==> config.mk <==
export PLATFORM = sky130hd
export DESIGN_NAME = vic2_ctrl
export DESIGN_NICKNAME = d
export VERILOG_FILES = /design/src/rtl/vic2_pkg.sv /design/src/rtl/vic2_pend.sv /design/src/rtl/vic2_pick.sv /design/src/rtl/vic2_seq.sv /design/src/rtl/vic2_ctrl.sv
export SDC_FILE = /design/constraint.sdc
export NUM_CORES = 1
export LEC_CHECK = 0
export BUFFER_PORTS_ARGS = -buffer_cell sky130_fd_sc_hd__buf_2
export CAP_MARGIN = 15
export CORE_MARGIN = 2
export CORE_UTILIZATION = 39
export DETAILED_ROUTE_END_ITERATION = 6
export PLACE_DENSITY = 0.89
export SLEW_MARGIN = 20
export SYNTH_ARGS = -nofsm -noshare
export SYNTH_HDL_FRONTEND = slang
export SYNTH_SLANG_ARGS = --single-unit
==> constraint.sdc <==
create_clock -name clk -period 2.3 [get_ports clk]
set_clock_uncertainty 0.2 [all_clocks]
set_input_delay 0.23 -clock clk [delete_from_list [all_inputs] [get_ports clk]]
set_output_delay 0.23 -clock clk [all_outputs]
set_load 0.1 [all_outputs]
==> src/rtl/vic2_pkg.sv <==
package vic2_pkg;
    localparam int          VEC_W     = 16;
    localparam logic [15:0] VEC_BASE  = 16'h0003;
    localparam int          VEC_SHIFT = 3;

    typedef enum logic {
        LVL_LO = 1'b0,
        LVL_HI = 1'b1
    } lvl_e;
endpackage

==> src/rtl/vic2_pend.sv <==
module vic2_pend #(
    parameter int          N        = 22,
    parameter logic [N-1:0] AUTO_CLR = '0,
    parameter int          IDXW     = $clog2(N)
) (
    input  logic            clk,
    input  logic            rst_n,
    input  logic [N-1:0]    evt,
    input  logic [N-1:0]    set,
    input  logic [N-1:0]    clr,
    input  logic            take,
    input  logic [IDXW-1:0] take_src,
    output logic [N-1:0]    pend_q
);
    logic [N-1:0] auto_hit;
    logic [N-1:0] pend_d;

    for (genvar i = 0; i < N; i++) begin : g_auto
        if (AUTO_CLR[i]) begin : g_on
            assign auto_hit[i] = take && (take_src == IDXW'(i));
        end else begin : g_off
            assign auto_hit[i] = 1'b0;
        end
    end

    always_comb begin
        pend_d = (pend_q & ~clr & ~auto_hit) | evt | set;
    end

    always_ff @(posedge clk or negedge rst_n) begin
        if (!rst_n) pend_q <= '0;
        else        pend_q <= pend_d;
    end
endmodule

==> src/rtl/vic2_pick.sv <==
module vic2_pick #(
    parameter int N    = 22,
    parameter int IDXW = $clog2(N)
) (
    input  logic [N-1:0]    elig,
    input  logic [N-1:0]    hi_prio,
    input  logic            ins_hi,
    input  logic            ins_lo,
    output logic            valid,
    output logic            sel_hi,
    output logic [IDXW-1:0] sel
);
    logic            hi_any, lo_any;
    logic [IDXW-1:0] hi_idx, lo_idx;

    always_comb begin
        hi_any = 1'b0;
        lo_any = 1'b0;
        hi_idx = '0;
        lo_idx = '0;
        for (int i = N - 1; i >= 0; i--) begin
            if (elig[i] && hi_prio[i]) begin
                hi_any = 1'b1;
                hi_idx = IDXW'(i);
            end
            if (elig[i] && !hi_prio[i]) begin
                lo_any = 1'b1;
                lo_idx = IDXW'(i);
            end
        end
        sel_hi = hi_any && !ins_hi;
        valid  = !ins_hi && (hi_any || (lo_any && !ins_lo));
        sel    = hi_any ? hi_idx : lo_idx;
    end
endmodule

==> src/rtl/vic2_seq.sv <==
module vic2_seq #(
    parameter int N    = 22,
    parameter int IDXW = $clog2(N)
) (
    input  logic            clk,
    input  logic            rst_n,
    input  logic            insn_done,
    input  logic            vec_ack,
    input  logic            ret_done,
    input  logic            pick_valid,
    input  logic            pick_hi,
    input  logic [IDXW-1:0] pick_sel,
    output logic            req,
    output logic [IDXW-1:0] src,
    output logic            ins_hi,
    output logic            ins_lo,
    output logic            take
);
    import vic2_pkg::*;

    typedef struct packed {
        logic            req;
        lvl_e            lvl;
        logic [IDXW-1:0] src;
        logic            ins_hi;
        logic            ins_lo;
        logic            hold;
    } seq_t;

    seq_t st_d, st_q;
    logic ack_ok, capture;

    always_comb begin
        st_d    = st_q;
        ack_ok  = st_q.req && vec_ack;
        capture = insn_done && !st_q.req && !ret_done && !st_q.hold && pick_valid;

        if (ret_done) begin
            if (st_q.ins_hi) st_d.ins_hi = 1'b0;
            else             st_d.ins_lo = 1'b0;
            st_d.hold = 1'b1;
        end else if (insn_done && st_q.hold) begin
            st_d.hold = 1'b0;
        end

        if (ack_ok) begin
            st_d.req = 1'b0;
            if (st_q.lvl == LVL_HI) st_d.ins_hi = 1'b1;
            else                    st_d.ins_lo = 1'b1;
        end

        if (capture) begin
            st_d.req = 1'b1;
            st_d.src = pick_sel;
            st_d.lvl = pick_hi ? LVL_HI : LVL_LO;
        end
    end

    always_ff @(posedge clk or negedge rst_n) begin
        if (!rst_n) begin
            st_q <= '{req: 1'b0, lvl: LVL_LO, src: '0,
                      ins_hi: 1'b0, ins_lo: 1'b0, hold: 1'b0};
        end else begin
            st_q <= st_d;
        end
    end

    assign req    = st_q.req;
    assign src    = st_q.src;
    assign ins_hi = st_q.ins_hi;
    assign ins_lo = st_q.ins_lo;
    assign take   = ack_ok;
endmodule

==> src/rtl/vic2_ctrl.sv <==
module vic2_ctrl #(
    parameter int           N_SRC    = 22,
    parameter logic [N_SRC-1:0] AUTO_CLR = N_SRC'(3),
    parameter int           IDXW     = $clog2(N_SRC)
) (
    input  logic                    clk,
    input  logic                    rst_n,
    input  logic [N_SRC-1:0]        src_evt,
    input  logic [N_SRC-1:0]        sw_set,
    input  logic [N_SRC-1:0]        sw_clr,
    input  logic [N_SRC-1:0]        en_mask,
    input  logic [N_SRC-1:0]        hi_prio,
    input  logic                    glb_en,
    input  logic                    insn_done,
    input  logic                    vec_ack,
    input  logic                    ret_done,
    output logic                    irq_req,
    output logic [vic2_pkg::VEC_W-1:0] irq_vec,
    output logic [IDXW-1:0]         irq_src,
    output logic [N_SRC-1:0]        pend_flags,
    output logic [1:0]              in_service
);
    import vic2_pkg::*;

    logic [N_SRC-1:0] elig;
    logic             pick_valid, pick_hi, take, ins_hi, ins_lo;
    logic [IDXW-1:0]  pick_sel;

    vic2_pend #(.N(N_SRC), .AUTO_CLR(AUTO_CLR), .IDXW(IDXW)) u_pend (
        .clk      (clk),
        .rst_n    (rst_n),
        .evt      (src_evt),
        .set      (sw_set),
        .clr      (sw_clr),
        .take     (take),
        .take_src (irq_src),
        .pend_q   (pend_flags)
    );

    assign elig = pend_flags & en_mask & {N_SRC{glb_en}};

    vic2_pick #(.N(N_SRC), .IDXW(IDXW)) u_pick (
        .elig    (elig),
        .hi_prio (hi_prio),
        .ins_hi  (ins_hi),
        .ins_lo  (ins_lo),
        .valid   (pick_valid),
        .sel_hi  (pick_hi),
        .sel     (pick_sel)
    );

    vic2_seq #(.N(N_SRC), .IDXW(IDXW)) u_seq (
        .clk        (clk),
        .rst_n      (rst_n),
        .insn_done  (insn_done),
        .vec_ack    (vec_ack),
        .ret_done   (ret_done),
        .pick_valid (pick_valid),
        .pick_hi    (pick_hi),
        .pick_sel   (pick_sel),
        .req        (irq_req),
        .src        (irq_src),
        .ins_hi     (ins_hi),
        .ins_lo     (ins_lo),
        .take       (take)
    );

    assign in_service = {ins_hi, ins_lo};
    assign irq_vec    = VEC_BASE + (VEC_W'(irq_src) << VEC_SHIFT);
endmodule

## Word level (Yosys, flattened, before mapping)

Index checks and enable logic that the tools add are counted.

| word-level totals | value |
|---|---|
| register bits | 32 |
| bits of input ports | 116 |

| cells by class | value |
|---|---|
| bitwise gates (word level) | 8 |
| $add $sub $neg | 1 |
| equality and inequality tests | 1 |
| reduce and logical (&&, ||, !) cells | 86 |
| multiplexer cells | 99 |

Operator list:

| cell | number |
|---|---|
| two-way mux 5 bit | 45 |
| AND 22 bit | 4 |
| logical AND 1 bit | 55 |
| two-way mux 1 bit | 51 |
| bitwise OR 22 bit | 2 |
| zero test 1 bit | 27 |
| NOT 2 -> 22 bit | 1 |
| NOT 22 bit | 1 |
| adder 2 x 8 -> 9 bit (first input constant) | 1 |
| two-way mux 7 bit | 1 |
| == test 5 x 1 -> 1 bit (second input constant) | 1 |
| zero test 5 bit | 1 |
| two-way mux 2 bit | 2 |
| nonzero test 2 bit | 2 |
| logical OR 1 bit | 1 |

## Depth between registers and ports, before layout

Gate-level depths: netlist of run 1.

| depth | value |
|---|---|
| word-level depth | 30 |
| mapped depth | 10 |

## Cells and area by module

Synthesis of run 1 repeated with hierarchy kept, for this count alone.

| second synthesis, totals | value |
|---|---|
| cells, all modules | 298 |
| area, all modules | 2392.3 um^2 |

Modules (own cells, without submodules):

| module | area an instance (um^2) | cells each | instances |
|---|---|---|---|
| vic2_pend | 873.3 | 92 | 1 |
| vic2_pick | 760.7 | 128 | 1 |
| vic2_seq | 452.9 | 34 | 1 |
| vic2_ctrl | 305.3 | 44 | 1 |

## Least setup slack after synthesis of run 1

No wires, ideal clock.

| timing path | value |
|---|---|
| path type | register to register |
| start point | reg u_pend.pend_q[10] |
| end point | reg u_seq.st_q, in the netlist u_seq.src[3] |
| stages on the path, launching flop included | 8 |
| arrival | 2.491 ns |
| clock period less this slack | 2.817 ns |
| setup slack | -0.517 ns |
| library setup time | 0.125 ns |
| cells stage by stage | dfrtp_1 > nand3_1 > o21ai_1 > nor4_2 > a311oi_2 > or2_1 > buf_6 > mux2_4 |

| between the ends | value |
|---|---|
| cells in the longest elaborated chain, start to end | 18 |
| elaborated cells on any way between the ends | 53 |
| those cells by class | mux: 45; bitwise: 2; reduce/logical: 6 |

RTL lines:

| item | RTL line | RTL |
|---|---|---|
| start: declaration | vic2_pend.sv:13 | `output logic [N-1:0] pend_q` |
| start signal: assignment | vic2_pend.sv:32 | `else pend_q <= pend_d;` |
| AND 22 bit * (2 in a row) | vic2_ctrl.sv:40 | `assign elig = pend_flags & en_mask & {N_SRC{glb_en}};` |
| logical AND 1 bit | vic2_pick.sv:26 | `if (elig[i] && !hi_prio[i]) begin` |
| two-way mux 1 bit (11 in a row) | vic2_pick.sv:26 |  |
| logical AND 1 bit | vic2_pick.sv:32 | `valid = !ins_hi && (hi_any \|\| (lo_any && !ins_lo));` |
| logical OR 1 bit | vic2_pick.sv:32 |  |
| logical AND 1 bit | vic2_pick.sv:32 |  |
| logical AND 1 bit | vic2_seq.sv:36 | `capture = insn_done && !st_q.req && !ret_done && !st_q.hold && pick_valid;` |
| end signal: assignment | vic2_seq.sv:61 | `st_q <= '{req: 1'b0, lvl: LVL_LO, src: '0,` |
| end signal: assignment | vic2_seq.sv:64 | `st_q <= st_d;` |
| end: declaration | vic2_seq.sv:30 | `seq_t st_d, st_q;` |

Every way passes the cells marked *; elsewhere a longest branch is shown, timed or not.
A chain may end at the register's enable or synchronous reset.

## Worst setup path after layout of run 1

| timing path | value |
|---|---|
| start point | reg u_pend.pend_q[15] |
| end point | reg u_seq.st_q, in the netlist u_seq.src[3] |

| between the ends | value |
|---|---|
| cells in the longest elaborated chain, start to end | 23 |
| elaborated cells on any way between the ends | 73 |
| those cells by class | mux: 65; bitwise: 2; reduce/logical: 6 |

RTL lines:

| item | RTL line |
|---|---|
| AND 22 bit * (2 in a row) | vic2_ctrl.sv:40 |
| logical AND 1 bit | vic2_pick.sv:26 |
| two-way mux 1 bit (16 in a row) | vic2_pick.sv:26 |
| logical AND 1 bit | vic2_pick.sv:32 |
| logical OR 1 bit | vic2_pick.sv:32 |
| logical AND 1 bit | vic2_pick.sv:32 |
| logical AND 1 bit | vic2_seq.sv:36 |

Marked as above.

==> results of run 1 <==
==> worst max-delay path: stages, from the launching register on <==
cell and delay, ns:
dfrtp_4 0.47, and4b_1 0.21, nand2b_4 0.14, or4_4 0.53, a311oi_2 0.25, nor3_1 0.10, mux2_4 0.26
==> registers in the layout, summed over array words and instances, names as in the netlist <==
signal         cells
u_pend.pend_q     22
u_seq.ins_lo       1
u_seq.st_q         2
u_seq.src          5
u_seq.req          1
u_seq.ins_hi       1
==> placed cells by master (no fill, tap or decap), drive strengths merged, types with 4 or more instances in the layout <==
master / synthesis / layout
nand2b: 6 / 6
a311oi: 4 / 4
nor2: 32 / 32
dfrtp: 32 / 32
inv: 28 / 28
nand3: 11 / 11
nand4b: 11 / 11
o21ai: 34 / 34
nor4: 5 / 5
clkbuf: 0 / 8
buf: 29 / 178
conb: 2 / 11
nand2: 13 / 13
a21oi: 6 / 6
nand4: 32 / 32
dlygate4sd3: 0 / 46
==> area by class of cell <==
class | instances | area (sq um) | share of cell area [%]
timing repair buffer | 224 | 1430 | 35.7
multi-input combinational | 214 | 1440 | 35.9
inverter | 28 | 105 | 2.62
tap | 77 | 96.3 | 2.40
clock buffer | 8 | 90.1 | 2.25
sequential | 32 | 847 | 21.1
==> worst paths after layout <==
kind                                         from           endpoint  slack, ns  cells after the start
worst max-delay path            u_pend.pend_q[15]       u_seq.src[3]       0.03                      6
max in group asynchronous                   rst_n   u_pend.pend_q[1]       1.01                      2
worst min-delay path                      vec_ack          u_seq.req       0.04                      3
worst min register to register      u_seq.st_q[8]       u_seq.ins_lo       0.28                      1
worst max register to register  u_pend.pend_q[15]       u_seq.src[3]       0.03                      6
min in group asynchronous                   rst_n  u_pend.pend_q[12]       0.35                      2
==> per-layer routing <==
| layer | up-vias | GRT usage, % | routed length (um) | part of all wire (%) |
|---|---|---|---|---|
| li1 | 1482 | - | - | - |
| met1 | 1408 | 25.9 | 3160 | 39 |
| met2 | 118 | 43.4 | 4360 | 53 |
| met3 | 14 | 6.23 | 511 | 6.3 |
| met4 | 0 | 6.30 | 127 | 1.6 |
| met5 | - | 0 | 0 | 0 |
==> stage by stage <==
stage | hold slack [ns] | setup slack [ns] | cells | power [mW]
after floorplan | -0.266 | -0.144 | 303 | 1.97
after global placement | 0.125 | 0.0577 | 527 | 2.14
after detailed placement | 0.138 | -0.00556 | 527 | 2.15
after CTS | 0.0282 | 0.0237 | 581 | 2.67
after global routing | 0.0277 | -0.0466 | 583 | 2.81
final | 0.0361 | 0.0269 | 583 | 2.68
==> where the power goes <==
part	total, mW	internal (mW)	switching [mW]
Clock	0.448	0.244	0.204
Sequential	0.723	0.642	0.0811
Combinational	1.51	0.380	1.13
==> Yosys cell counts, drive strengths merged (2+ instances only) <==
cell type  number
dfrtp          32
nand2          13
and4b           3
inv            28
nand4b         11
o21ai          34
or3             2
mux2            2
o2bb2ai         2
o22ai           3
buf            29
nor3            3
nor3b           2
a31o            2
a311oi          4
and3            2
a21boi          2
nor2           32
and2            2
a21o            2
a21oi           6
o21bai          3
nand4          32
nand3          11
nand2b          6
nor4            5
a31oi           3
conb            2
o211ai          2
==> cells by family (layout without fill, tap and decap cells) <==
group	Yosys count	in the layout	share of synthesized area, %
AO/OA/AOI/OAI	72	72	18.8
buffers and inverters	57	260	13.5
flip-flops	32	32	32.3
multiplexers	2	2	1.21
other	2	11	0.303
AND/OR/NAND/NOR	129	129	34.0
==> timing repair <==
| item | CTS | global route |
|---|---|---|
| endpoints found under the setup margin | 0 | 7 |
| gates resized for setup | 0 | 8 |
| setup buffers | 0 | 2 |
| hold buffers | 46 | 0 |
| hold endpoints to repair | 56 | 0 |
==> qor.yml, run 1 <==
drt_first_pass_iters: 4
clock_sinks: 32
crit_arrival_ns: 2.24
ys_seq_area_share_pct: 32.3
drc: 0
hold_viol: 0
viasPerCell: 5.18
ant_nets: 0
avgSynthCellArea_sq_um: 8.44
track_usage_pct: 23.3
fmaxAchievable_ghz: 0.440
period_needed_ns: 2.27
fin_area_sq_um: 4010
initial_core_util_pct: 39.8
antenna_found_initial: 0
worst-path-max-fanout: 2
area_growth_pct: 61.6
grt_pass1_vias: 3056
start_kind: "flip-flop"
row_count: 29
diodes: 0
syn_area_sq_um: 2480
ys_top_cells_by_area: "dfrtp_1 (32%), buf_4 (7.3%), nand4_1 (5.8%)"
clk_latency_ns: 0.28
setup_viol: 0
drt-total-wl_um: 8160
drt_iter0_drc: 103
core_sq_um: 6240
p_leak_nw: 1.95
cts_tree: "built"
die_y_um: 83.8
synth_cell_types: 53
cts_root_buffer: "clkbuf_8"
utilization_pct: 64.3
drv_cap: 0
slew_headroom_pct: 51.1
synth.top_cell.area_share_pct: 32.3
required_ns: 2.27
hpwl_um: 6120
ys_async_sr_fraction_pct: 100
worst_pin_slew_ns: 0.734
die_area_sq_um: 7020
grt.overflow.total: 0
criticalPathCategory: "flip-flop to flip-flop"
fin_nets: 621
netlist_instances: 294
dr_total_vias: 3022
status: "complete, no violations"
clockBufferDepth: 2
final.period_utilization_pct: 98.8
grt_pass1_wl_um: 13400
die_width_um: 83.8
fillers: 541
io-pin-count: 162
drive_gt1_share_pct: 46.8
clk_pin_slew_ns: 0.07
drv_slew: 0
grt_max_degree: 33
fin_setup_tns_ns: 0
gp_congestion: 0.839
hold_path_class: "primary input to flip-flop"
yosysTopAreaCell: "dfrtp_1"
placed_cell_area_sq_um: 3400
cts_inserted_buffers: 5
synth_warnings: 0
port_buffers: 150
wl_per_cell_um: 14.0
synth_seq_cells: 32
htreeDepth: 2
vdd_drop_max_mv: 1.12
rsz0062_at_grt: "true"
synth_edf_count: 0
powerDensity_nw_per_um2: 667
synth-main-ff-cell: "dfrtp_1"
end_kind: "flip-flop"
Note: power is estimated with default switching activity, not from simulation.
==> inputs of run 2 (changes only) <==
--- a/config.mk
+++ b/config.mk
@@ -10,8 +10,8 @@
 export CORE_MARGIN = 2
 export CORE_UTILIZATION = 39
 export DETAILED_ROUTE_END_ITERATION = 6
-export PLACE_DENSITY = 0.89
-export SLEW_MARGIN = 20
+export PLACE_DENSITY = 0.78
+export SLEW_MARGIN = 30
 export SYNTH_ARGS = -nofsm -noshare
 export SYNTH_HDL_FRONTEND = slang
 export SYNTH_SLANG_ARGS = --single-unit
==> run 2 against run 1 <==
Global-route usage up 0.39 points. Total power is 6.2% higher. Fmax up 0.28%. Sequential power hardly changed. Core utilization grew 0.58 points. Wire length up 1.1%. Sequential cell count stayed put. Clock power increased by 34%. Combinational power barely moved. Die area did not move. Via count is 0.89% lower. Largest power group unchanged.
==> qor.yml, run 2 (same netlist as run 1, synthesis figures left out) <==
critPathBufInv: 0
drc: 0
top_register: "u_pend.pend_q"
antenna_found_initial: 0
vdd_drop_max_mv: 1.38
row_count: 29
crit_chain: "and4b_1 -> nand2b_4 -> or4_1 -> a311oi_2 -> nor3_1 -> mux2_4"
drive_gt1_share_pct: 47.0
port_buffers: 150
required_ns: 2.27
gp_congestion: 0.794
criticalPathCategory: "flip-flop to flip-flop"
drt_first_pass_iters: 4
hold_path_class: "primary input to flip-flop"
io-pin-count: 162
powerDensity_nw_per_um2: 702
cp_top_family: "simple AND/OR/NAND/NOR gates"
grt_pass1_wl_um: 13800
slowest_delay_ns: 0.55
drv_cap: 0
grt_max_degree: 33
die_area_sq_um: 7020
whs_endpoint: "u_seq.req"
worst_pin_slew_ns: 0.722
area_growth_pct: 63.1
drt-total-wl_um: 8250
wl_per_cell_um: 14.2
mostFrequentLayoutCells: "buf_2 (150), dlygate4sd3_1 (46), nor2_1 (32), inv_1 (28), o21ai_0 (28)"
htreeDepth: 2
totalPowerFinal_mw: 2.84
clk_pin_slew_ns: 0.07
cts_inserted_buffers: 5
clock_sinks: 32
holdCritStartpoint: "vec_ack"
viasPerCell: 5.15
ant_nets: 0
holdPathStages: 3
drt_iter0_drc: 67
core_sq_um: 6240
rsz0062_at_grt: "true"
fin_nets: 619
hold_viol: 0
slew_headroom_pct: 51.9
grt.overflow.total: 0
dr_total_vias: 2995
track_usage_pct: 23.7
fin_setup_tns_ns: 0
ff2ff_setup_slack_ns: 0.03
crit_arrival_ns: 2.24
layout_commonest_cell: "buf_2"
status: "complete, no violations"
final.period_utilization_pct: 98.6
cts_tree: "built"
initial_core_util_pct: 39.8
cts_root_buffer: "clkbuf_8"
die_y_um: 83.8
r2r_start: "u_pend.pend_q[15]"
drv_slew: 0
fmaxAchievable_ghz: 0.441
start_kind: "flip-flop"
die_width_um: 83.8
worst-path-max-fanout: 3
setup_viol: 0
grt_pass1_vias: 3100
hpwl_um: 6160
clk_latency_ns: 0.29
end_kind: "flip-flop"
clockBufferDepth: 2
regToRegEndpoint: "u_seq.src[3]"
reg2regPathDepth: 6
largest_reg_flops: 22
cp_slowest_cell: "or4_1"
p_leak_nw: 1.96
period_needed_ns: 2.27
diodes: 0
run 2: how the worst max path moves through the flow:
stage               slack, ns  depth (start not counted)               from               end
floorplan               -0.14                          7   u_pend.pend_q[6]      u_seq.src[3]
global placement         0.02                          8             glb_en      u_seq.src[3]
detailed placement      0.006                          8             glb_en      u_seq.src[3]
CTS                      0.04                          5       u_seq.src[1]  u_pend.pend_q[0]
global route            -0.03                          5       u_seq.src[1]  u_pend.pend_q[0]
finish                   0.03                          6  u_pend.pend_q[15]      u_seq.src[3]
run 2: layout make-up:
class,count,area [sq um]
inverter,28,105
multi-input combinational,214,1440
sequential,32,847
clock inverter,1,30.0
timing repair buffer,222,1430
tap,77,96.3
fill,538,2190
clock buffer,7,96.3
run 2: power by group:
part	switching, mW	internal, mW
combinational	1.13	0.387
sequential	0.0813	0.642
clock	0.219	0.382
total	1.43	1.41
run 2: worst register-to-register path, cell delays in order, from the launching register on:
cell and delay [ns]:
dfrtp_4 0.47, and4b_1 0.20, nand2b_4 0.15, or4_1 0.55
a311oi_2 0.23, nor3_1 0.09, mux2_4 0.26
run 2: repair_timing:
action / in CTS / in global routing
endpoints found under the hold margin: 56 / 0
hold buffers: 46 / 0
setup buffers: 0 / 1
endpoints found under the setup margin: 0 / 5
resized for setup: 0 / 8
run 2: per-stage QoR:
step | setup slack (ns) | cells | hold WS (ns) | utilization (%) | area, sq um
floorplan | -0.144 | 303 | -0.266 | - | 2580
global placement | 0.0158 | 526 | 0.124 | 54.6 | 3410
detailed placement | 0.00645 | 526 | 0.127 | 54.6 | 3410
CTS | 0.0354 | 580 | 0.0246 | 64.0 | 4000
global route | -0.0261 | 581 | 0.0325 | 64.9 | 4050
finish | 0.0332 | 581 | 0.0320 | 64.9 | 4050
run 2: per-layer routing:
layer	part of all wire [%]	global-route usage (%)
met3	5.4	4.85
met4	1.5	5.13
met5	0	0
met2	53	45.4
met1	40	26.8
==> inputs of run 3 (changes only) <==
--- a/config.mk
+++ b/config.mk
@@ -5,12 +5,14 @@
 export SDC_FILE = /design/constraint.sdc
 export NUM_CORES = 1
 export LEC_CHECK = 0
+export ABC_CLOCK_PERIOD_IN_PS = 2300
 export BUFFER_PORTS_ARGS = -buffer_cell sky130_fd_sc_hd__buf_2
 export CAP_MARGIN = 15
 export CORE_MARGIN = 2
 export CORE_UTILIZATION = 39
 export DETAILED_ROUTE_END_ITERATION = 6
 export PLACE_DENSITY = 0.78
+export RECOVER_POWER = 25
 export SLEW_MARGIN = 30
 export SYNTH_ARGS = -nofsm -noshare
 export SYNTH_HDL_FRONTEND = slang
==> run 3 against run 2 <==
Clock power about the same. Sequential power about the same. Hold slack unchanged. Register-to-register slack about the same. Die area unchanged. Setup slack unchanged. Largest power group unchanged. Highest routed layer unchanged. Critical endpoint unchanged.
==> qor.yml, run 3 (same netlist as run 1, synthesis figures left out) <==
drt_iter0_drc: 67
grt.overflow.total: 0
required_ns: 2.27
end_kind: "flip-flop"
grt_pass1_vias: 3100
p_comb_share_pct: 53.4
hold_path_class: "primary input to flip-flop"
track_usage_pct: 23.7
drc: 0
gp_congestion: 0.794
antenna_found_initial: 0
io-pin-count: 162
port_buffers: 150
period_needed_ns: 2.27
clockBufferDepth: 2
viasPerCell: 5.15
setup_viol: 0
criticalPathCategory: "flip-flop to flip-flop"
die_width_um: 83.8
largest_reg_flops: 22
initial_core_util_pct: 39.8
cts_root_buffer: "clkbuf_8"
core_sq_um: 6240
grt_max_degree: 33
drv_cap: 0
fmaxAchievable_ghz: 0.441
powerDensity_nw_per_um2: 703
fin_nets: 619
top_register: "u_pend.pend_q"
start_kind: "flip-flop"
grt_pass1_wl_um: 13800
diodes: 0
vdd_drop_max_mv: 1.38
area_growth_pct: 63.1
drt-total-wl_um: 8240
fin_area_sq_um: 4050
hpwl_um: 6160
final.period_utilization_pct: 98.6
ant_nets: 0
cts_tree: "built"
status: "complete, no violations"
die_area_sq_um: 7020
drt_first_pass_iters: 4
fillers: 539
seqPwrFrac_pct: 25.4
crit_arrival_ns: 2.24
placed_cell_area_sq_um: 3410
die_y_um: 83.8
dp.cells: 526
worst-path-max-fanout: 3
rsz0062_at_grt: "true"
dr_total_vias: 2995
cts_inserted_buffers: 5
layout_commonest_cell: "buf_2"
sw_frac_of_total_pct: 50.4
instances_no_fill: 581
hold_viol: 0
htreeDepth: 2
mostFrequentLayoutCells: "buf_2 (148), dlygate4sd3_1 (46), nor2_1 (32), inv_1 (28), o21ai_0 (28)"
power_frac_clock_pct: 21.2
row_count: 29
clock_sinks: 32
clk_pin_slew_ns: 0.07
power_switching_mw: 1.43
drv_slew: 0
p_leak_nw: 1.96
internal-power_mw: 1.41
drive_gt1_share_pct: 46.8
slew_headroom_pct: 46.5
fin_setup_tns_ns: 0
clk_latency_ns: 0.29
wl_per_cell_um: 14.2
hold_ws_ns: 0.0320
worst_pin_slew_ns: 0.803
run 3: cell types whose count changed in the layout (fill, tap and decap cells not counted), sizes merged:
cell    previous run  this run
clkbuf             7         9
buf              176       174
run 3: per-layer routing:
layer	GRT usage [%]	vias to the layer above	wire length, um
li1	-	1469	-
met1	26.8	1409	3300
met5	0	-	0
met2	45.4	104	4380
met3	4.85	13	444
met4	5.13	0	125
run 3: what timing repair did:
action | in CTS | in global routing
hold endpoints to repair | 56 | 0
hold buffers | 46 | 0
setup buffers | 0 | 1
endpoints found under the setup margin | 0 | 5
resized for setup | 0 | 8
run 3: area by class of cell:
cell class	count	area (sq um)	share of cell area, %
sequential	32	847	20.9
timing repair buffer	222	1430	35.3
tap	77	96.3	2.38
clock buffer	7	96.3	2.38
clock inverter	1	30.0	0.742
multi-input combinational	214	1440	35.6
inverter	28	105	2.60
run 3: power groups by stage:
| stage | combinational [mW] | sequential (mW) | clock [mW] |
|---|---|---|---|
| 2_1_floorplan | 1.10 | 0.865 | 0 |
| 3_3_place_gp | 1.42 | 0.722 | 0 |
| 3_5_place_dp | 1.43 | 0.726 | 0 |
| 4_1_cts | 1.49 | 0.715 | 0.616 |
| 5_1_grt | 1.59 | 0.737 | 0.648 |
| 6_report | 1.52 | 0.723 | 0.602 |
run 3: final timing paths:
path | from | end | slack (ns) | cells after the start
min reg2reg | u_seq.st_q[8] | u_seq.ins_lo | 0.26 | 1
max in group asynchronous | rst_n | u_pend.pend_q[1] | 0.95 | 2
min | vec_ack | u_seq.req | 0.03 | 3
min in group asynchronous | rst_n | u_pend.pend_q[16] | 0.36 | 2
max reg2reg | u_pend.pend_q[15] | u_seq.src[3] | 0.03 | 6
max | u_pend.pend_q[15] | u_seq.src[3] | 0.03 | 6
run 3: critical path, cell delays in order (launching register included):
cell	delay, ns
dfrtp_4	0.47
and4b_1	0.20
nand2b_4	0.14
or4_1	0.55
a311oi_2	0.23
nor3_1	0.09
mux2_4	0.26
run 3: through the flow:
stage                     setup slack, ns  util [%]  power, mW
after detailed placement          0.00645      54.6       2.16
after global placement             0.0158      54.6       2.14
final                              0.0332      64.9       2.84
after CTS                          0.0354      64.0       2.82
after floorplan                    -0.144         -       1.97
after global routing              -0.0261      64.9       2.97
